File: src/rtl/ccm_auth_pkg.sv
package ccm_auth_pkg;
  localparam int BLK_W = 128;
  localparam int BLK_BYTES = BLK_W / 8;

  typedef enum logic [1:0] {
    BT_HDR = 2'b00,
    BT_AD  = 2'b01,
    BT_MSG = 2'b10
  } blk_type_e;

  // 5-bit control word, bit 0 is chain_en
  typedef struct packed {
    blk_type_e btype;    // bits 4:3
    logic      xor_sel;  // bit 2
    logic      cph_go;   // bit 1
    logic      chain_en; // bit 0
  } ctl_word_t;
endpackage

File: src/rtl/ccm_auth_seq.sv
module ccm_auth_seq
  import ccm_auth_pkg::*;
#(
  parameter int MAX_BLK = 64,
  parameter int AD_BLKS = 2,
  parameter int IDX_W   = $clog2(MAX_BLK),
  parameter int LEN_W   = $clog2(MAX_BLK * 16 + 1),
  parameter int STEP_W  = $clog2(MAX_BLK + AD_BLKS + 2)
) (
  input  logic             clk,
  input  logic             rst,
  input  logic             start,
  input  logic [LEN_W-1:0] msg_len,
  input  logic             cph_done,
  output ctl_word_t        cw,
  output logic [IDX_W-1:0] msg_idx,
  output logic             ad_second,
  output logic             last_msg,
  output logic             finish
);
  localparam int NBLK_W = LEN_W - 3;

  typedef enum logic [1:0] {S_IDLE, S_PREP, S_ISSUE, S_WAIT} state_e;

  state_e             state;
  logic [STEP_W-1:0]  step;
  logic [LEN_W:0]     len_rnd;
  logic [NBLK_W-1:0]  nmsg;
  logic [STEP_W-1:0]  last_step;
  blk_type_e          btype;

  assign len_rnd   = {1'b0, msg_len} + (LEN_W+1)'(15);
  assign nmsg      = len_rnd[LEN_W:4];
  assign last_step = STEP_W'(nmsg) + STEP_W'(AD_BLKS);

  always_comb begin
    if (step == '0)                          btype = BT_HDR;
    else if (step <= STEP_W'(AD_BLKS))       btype = BT_AD;
    else                                     btype = BT_MSG;
  end

  assign ad_second   = (step == STEP_W'(AD_BLKS));
  assign last_msg    = ((NBLK_W'(msg_idx) + NBLK_W'(1)) == nmsg);
  assign cw.btype    = btype;
  assign cw.xor_sel  = (step != '0);
  assign cw.cph_go   = (state == S_ISSUE);
  assign cw.chain_en = (state == S_WAIT);
  assign finish      = (state == S_WAIT) && cph_done && (step == last_step);

  always_ff @(posedge clk) begin
    if (rst) begin
      state   <= S_IDLE;
      step    <= '0;
      msg_idx <= '0;
    end else begin
      unique case (state)
        S_IDLE: if (start) begin
          step    <= '0;
          msg_idx <= '0;
          state   <= S_PREP;
        end
        S_PREP:  state <= S_ISSUE;
        S_ISSUE: state <= S_WAIT;
        S_WAIT: if (cph_done) begin
          if (step == last_step) begin
            state <= S_IDLE;
          end else begin
            step  <= step + STEP_W'(1);
            state <= S_PREP;
          end
          if (btype == BT_MSG) msg_idx <= msg_idx + IDX_W'(1);
        end
        default: state <= S_IDLE;
      endcase
    end
  end
endmodule

File: src/rtl/ccm_blk_fmt.sv
module ccm_blk_fmt
  import ccm_auth_pkg::*;
#(
  parameter int L_BYTES  = 2,
  parameter int NONCE_W  = 8 * (15 - L_BYTES),
  parameter int AD_BYTES = 30,
  parameter int AD_LW    = $clog2(AD_BYTES + 1),
  parameter int LEN_W    = 11
) (
  input  blk_type_e             btype,
  input  logic                  ad_second,
  input  logic                  last_msg,
  input  logic [4:0]            tag_len,
  input  logic [NONCE_W-1:0]    nonce,
  input  logic [LEN_W-1:0]      msg_len,
  input  logic [AD_LW-1:0]      ad_len,
  input  logic [8*AD_BYTES-1:0] ad_data,
  input  logic [BLK_W-1:0]      msg_blk,
  output logic [BLK_W-1:0]      blk
);
  localparam int AD_STR_W = 16 + 8 * AD_BYTES;

  logic [7:0]              flags;
  logic [2:0]              m_fld;
  logic [8*AD_BYTES-1:0]   ad_mask;
  logic [AD_STR_W-1:0]     ad_str;
  logic [BLK_W-1:0]        msg_pad;
  logic [3:0]              tail;

  assign m_fld = 3'((tag_len - 5'd2) >> 1);
  assign flags = {1'b0, 1'b1, m_fld, 3'(L_BYTES - 1)};
  assign tail  = msg_len[3:0];

  always_comb begin
    for (int j = 0; j < AD_BYTES; j++) begin
      ad_mask[8*AD_BYTES-1-8*j -: 8] =
        (j < int'(ad_len)) ? ad_data[8*AD_BYTES-1-8*j -: 8] : 8'h00;
    end
  end

  assign ad_str = {16'(ad_len), ad_mask};

  always_comb begin
    for (int j = 0; j < BLK_BYTES; j++) begin
      msg_pad[BLK_W-1-8*j -: 8] =
        (last_msg && tail != 4'd0 && j >= int'(tail)) ? 8'h00
                                                      : msg_blk[BLK_W-1-8*j -: 8];
    end
  end

  always_comb begin
    unique case (btype)
      BT_HDR:  blk = {flags, nonce, (8*L_BYTES)'(msg_len)};
      BT_AD:   blk = ad_second ? ad_str[BLK_W-1:0] : ad_str[AD_STR_W-1 -: BLK_W];
      default: blk = msg_pad;
    endcase
  end
endmodule

File: src/rtl/ccm_mac_chain.sv
module ccm_mac_chain
  import ccm_auth_pkg::*;
(
  input  logic             clk,
  input  logic             rst,
  input  ctl_word_t        cw,
  input  logic [BLK_W-1:0] blk,
  input  logic             cph_done,
  input  logic [BLK_W-1:0] cph_result,
  input  logic             finish,
  input  logic [4:0]       tag_len,
  output logic             cph_start,
  output logic [BLK_W-1:0] cph_block,
  output logic [BLK_W-1:0] tag,
  output logic             done
);
  logic [BLK_W-1:0] chain;
  logic [BLK_W-1:0] trunc;

  always_comb begin
    for (int j = 0; j < BLK_BYTES; j++) begin
      trunc[BLK_W-1-8*j -: 8] = (j < int'(tag_len)) ? cph_result[BLK_W-1-8*j -: 8] : 8'h00;
    end
  end

  always_ff @(posedge clk) begin
    if (rst) begin
      chain     <= '0;
      cph_start <= 1'b0;
      cph_block <= '0;
      tag       <= '0;
      done      <= 1'b0;
    end else begin
      cph_start <= cw.cph_go;
      done      <= finish;
      if (cw.cph_go) cph_block <= cw.xor_sel ? (chain ^ blk) : blk;
      if (cw.chain_en && cph_done) chain <= cph_result;
      if (finish) tag <= trunc;
    end
  end
endmodule

File: src/rtl/ccm_cbcmac_auth.sv
module ccm_cbcmac_auth
  import ccm_auth_pkg::*;
#(
  parameter int MAX_BLK  = 64,
  parameter int L_BYTES  = 2,
  parameter int AD_BYTES = 30,
  parameter int NONCE_W  = 8 * (15 - L_BYTES),
  parameter int IDX_W    = $clog2(MAX_BLK),
  parameter int LEN_W    = $clog2(MAX_BLK * 16 + 1),
  parameter int AD_LW    = $clog2(AD_BYTES + 1)
) (
  input  logic                  clk,
  input  logic                  rst,
  input  logic                  start,
  input  logic                  mode,
  input  logic [4:0]            tag_len,
  input  logic [NONCE_W-1:0]    nonce,
  input  logic [AD_LW-1:0]      ad_len,
  input  logic [8*AD_BYTES-1:0] ad_data,
  input  logic [LEN_W-1:0]      msg_len,
  output logic [IDX_W-1:0]      msg_idx,
  input  logic [127:0]          pt_blk,
  input  logic [127:0]          rec_blk,
  output logic                  cph_start,
  output logic [127:0]          cph_block,
  input  logic                  cph_done,
  input  logic [127:0]          cph_result,
  output logic [127:0]          tag,
  output logic                  done
);
  ctl_word_t        cw;
  logic             ad_second;
  logic             last_msg;
  logic             finish;
  logic [BLK_W-1:0] msg_blk;
  logic [BLK_W-1:0] blk;

  assign msg_blk = mode ? rec_blk : pt_blk;

  ccm_auth_seq #(
    .MAX_BLK(MAX_BLK), .AD_BLKS(2), .IDX_W(IDX_W), .LEN_W(LEN_W)
  ) u_seq (
    .clk(clk), .rst(rst), .start(start), .msg_len(msg_len), .cph_done(cph_done),
    .cw(cw), .msg_idx(msg_idx), .ad_second(ad_second), .last_msg(last_msg),
    .finish(finish)
  );

  ccm_blk_fmt #(
    .L_BYTES(L_BYTES), .NONCE_W(NONCE_W), .AD_BYTES(AD_BYTES), .AD_LW(AD_LW),
    .LEN_W(LEN_W)
  ) u_fmt (
    .btype(cw.btype), .ad_second(ad_second), .last_msg(last_msg),
    .tag_len(tag_len), .nonce(nonce), .msg_len(msg_len), .ad_len(ad_len),
    .ad_data(ad_data), .msg_blk(msg_blk), .blk(blk)
  );

  ccm_mac_chain u_chain (
    .clk(clk), .rst(rst), .cw(cw), .blk(blk), .cph_done(cph_done),
    .cph_result(cph_result), .finish(finish), .tag_len(tag_len),
    .cph_start(cph_start), .cph_block(cph_block), .tag(tag), .done(done)
  );
endmodule

File: config.mk
export PLATFORM = sky130hd
export DESIGN_NAME = ccm_cbcmac_auth
export DESIGN_NICKNAME = d
export VERILOG_FILES = /design/src/rtl/ccm_auth_pkg.sv /design/src/rtl/ccm_auth_seq.sv /design/src/rtl/ccm_blk_fmt.sv /design/src/rtl/ccm_mac_chain.sv /design/src/rtl/ccm_cbcmac_auth.sv
export SDC_FILE = /design/constraint.sdc
export NUM_CORES = 1
export LEC_CHECK = 0
export BUFFER_PORTS_ARGS = -buffer_cell sky130_fd_sc_hd__buf_2
export CAP_MARGIN = 30
export CORE_AREA = 2 2 400 402
export DETAILED_ROUTE_END_ITERATION = 6
export DIE_AREA = 0 0 402 404
export GPL_ROUTABILITY_DRIVEN = 0
export REMOVE_ABC_BUFFERS = 1
export SYNTH_ARGS = -nofsm -noshare
export SYNTH_HDL_FRONTEND = slang
export SYNTH_SLANG_ARGS = --single-unit
File: constraint.sdc
create_clock -name clk -period 11.1 [get_ports clk]
set_input_delay 2.22 -clock clk [delete_from_list [all_inputs] [get_ports clk]]
set_output_delay 2.22 -clock clk [all_outputs]
set_load 0.01 [all_outputs]
==> results.toml <==
[outcome]
status = "finished, violations left"
violations = "DRC"

[grt]
grt_pass1_vias = 25300
grt_overflow = 0
antenna_found_initial = 122
track_usage_pct = 19.3
grt_pass1_wl_mm = 216
grt_max_degree = 71

[setup_path]
path_delay_family = "compound AO/OA/AOI/OAI gates"
worst-path-stages = 14
cp_data_arrival_time_ps = 6500
cp_cell_sequence = "buf_2, o41a_1, nand2_1, xnor2_1, ha_1, nor2_1, o41ai_1, nand3_1, a2111oi_4, o21ai_2, or3_4, buf_4, nor2_2, a22o_1"
path_class = "in -> reg"
critPathLaunchType = "primary input"
crit_slowest_cell = "o41a_1"
reg2reg_depth = 8
slowest_delay_ps = 600
required_ps = 11670
reg2reg_slack_ps = 6060
critical_path_peak_fanout = 16
worstSetupEndpointType = "flip-flop"
crit_buf_inv = 2

[synthesis]
synth_cell_types = 74
syn_avg_cell_area_sq_um = 8.23
ys_ff_latch = 401
synth_edf_count = 0
synthTopCellsByArea = "dfxtp_1, nand2_1, a22o_1"
async_reset_ff_share_pct = 0
yosysMostFrequentCell = "nand2_1"
seq_area_frac_synth_pct = 36.1
synth_top_area_share_pct = 36.1
synthFlopType = "dfxtp_1"
yosys_warnings = 0
netlist_area_sq_um = 22200
yosys-top-cells-count = "nand2_1, dfxtp_1, a21oi_1, nor2_1, clkbuf_1"
syn-instance-count = 2701
synth_top_area_cell = "dfxtp_1"

[power]
powerDensity_nw_per_um2 = 153
max-vdd-ir-drop_uv = 140
internal_power_mw = 3.12
leakage_nw = 13.7
power_frac_seq_pct = 34.7
power_frac_comb_pct = 26.1
p_switching_mw = 1.72
clkPwrFrac_pct = 39.2
switching_share_pct = 35.5
totalPowerFinal_mw = 4.84

[sta]
slew_headroom_pct = 25.5
fin_crit_ps = 5930
fin_crit_sh_pct = 53.4
rsz0062_at_grt = "no"
tightest_slew_ps = 1120
hold_violations = 0
slew_violations = 0
fmax_mhz = 169
setup_tns_ps = 0
setup_viol = 0
skew_ps = 47.7
holdWs_ps = 451

[detailed_routing]
routedWlPerCell_um = 28.7
routed_via_density = 4.72
remaining_drc_errors = 39
initialDrtViolationCount = 3103
wl_mm = 166
vias = 27300
first_pass_iters = 7
final_antenna_net_count = 0

[floorplan]
floorplan.initialDensity_pct = 14.1
die-width_um = 402
core_sq_um = 158000
dieArea_sq_um = 162000
rows = 146
die_y_um = 404
io_pins = 1018

[clocking]
hold_buffers = 0
root_buffer = "clkbuf_16"
cts.reportedPaths.clkPinSlew_ps = 60
cts.sinks = 401
htreeDepth = 2
post_cts_buffers = 0
clockBufferDepth = 3
cts_inserted_buffers = 54
ctsResizeCount = 0
insertion_delay_ps = 670
cts_tree = "built"

[final_layout]
synthToLayoutAreaGrowth_pct = 42.7
fin_area_sq_um = 31700
drive_gt1_share_pct = 36.0
post-route-util_pct = 20.1
nets = 4402

[job]
cap_violations = 0

[placement]
port_buffers = 1017
dp_hpwl_mm = 134
dpl-instance-area_sq_um = 29700

[min_path]
holdPathStages = 2
hold_class = "reg -> reg"
==> cell usage in the layout (no fill, tap or decap), drive strengths merged, types with 8 or more instances in the layout <==
master,n
diode,42
clkinv,15
nand4,58
o211ai,12
or3,14
xor2,32
ha,14
a2bb2oi,8
nand2,493
o21ai,99
buf,1075
nand4b,9
a211o,40
a32oi,15
or4,11
a31oi,39
dfxtp,401
o31ai,11
mux2,99
nor2,198
a21boi,9
o311ai,17
a211oi,24
a222oi,53
a22oi,44
clkbuf,71
xnor2,32
and2,21
and3,10
a21oi,236
mux2i,134
nand3,88
inv,40
nor3,29
a22o,157
==> state kept, by name (all words and copies together) (netlist names) <==
name               cells
u_chain.done           1
u_chain.tag          128
u_chain.cph_start      1
u_seq.step             7
u_chain.cph_block    128
u_chain.chain        128
u_seq.msg_idx          6
u_seq.state            2
==> metrics by stage <==
step	cells	setup slack [ps]
after floorplan	2501	2230
after global placement	5642	4530
after detailed placement	5650	4540
after CTS	5751	5230
after global routing	5769	4990
final	5793	5170
==> per-layer routing <==
layer,track usage (%),wire length [um],vias to the layer above,part of all wire [%]
met4,7.41,7090,60,4.3
li1,-,-,11900,-
met3,5.52,15400,376,9.2
met2,31.3,75400,1783,45
met1,24.1,68200,13200,41
met5,0.297,455,-,0.27
==> worst paths after layout <==
kind / startpoint / end
setup / recovery: msg_len[3] / u_chain.tag[23]
hold / removal: u_chain.chain[83] / u_chain.chain[83]
setup reg to reg: u_seq.step[1] / u_chain.cph_block[81]
hold reg to reg: u_chain.chain[83] / u_chain.chain[83]
==> power by group through the flow <==
stage                     Sequential, mW  Clock (mW)  Combinational [mW]
after global routing                1.69        1.99                1.34
after detailed placement            1.70           0                1.26
final                               1.68        1.90                1.26
after CTS                           1.67        1.94                1.26
after floorplan                     1.74           0               0.519
after global placement              1.70           0                1.24
==> worst register-to-register path, delay by kind of cell (launching register included) <==
family	cells	cell delay (ps)
adders and majority gates	1	590
AOI/OAI and AO/OA	1	770
and+or+nand+nor	3	1430
buffers and inverters	3	1560
DFF	1	590
==> cell families (layout without fill, tap and decap cells) <==
group	after synthesis	in the layout	share of synthesized area, %
adders and majority gates	14	14	0.788
other	0	42	0
AOI/OAI and AO/OA	794	794	25.3
and+or+nand+nor	960	960	19.8
DFF	401	401	36.1
xor gates and xnor gates	66	66	2.76
buffers and inverters	233	1211	4.15
muxes	233	233	11.1
==> layout make-up <==
type | instances | area (sq um)
tap | 2072 | 2590
multi-input combinational | 2067 | 13400
timing repair buffer | 1077 | 5580
inverter | 33 | 126
sequential | 401 | 8030
clock inverter | 32 | 383
fill | 17700 | 126000
clock buffer | 69 | 1490
antenna | 42 | 105
Power figures use the tool's default switching activity.
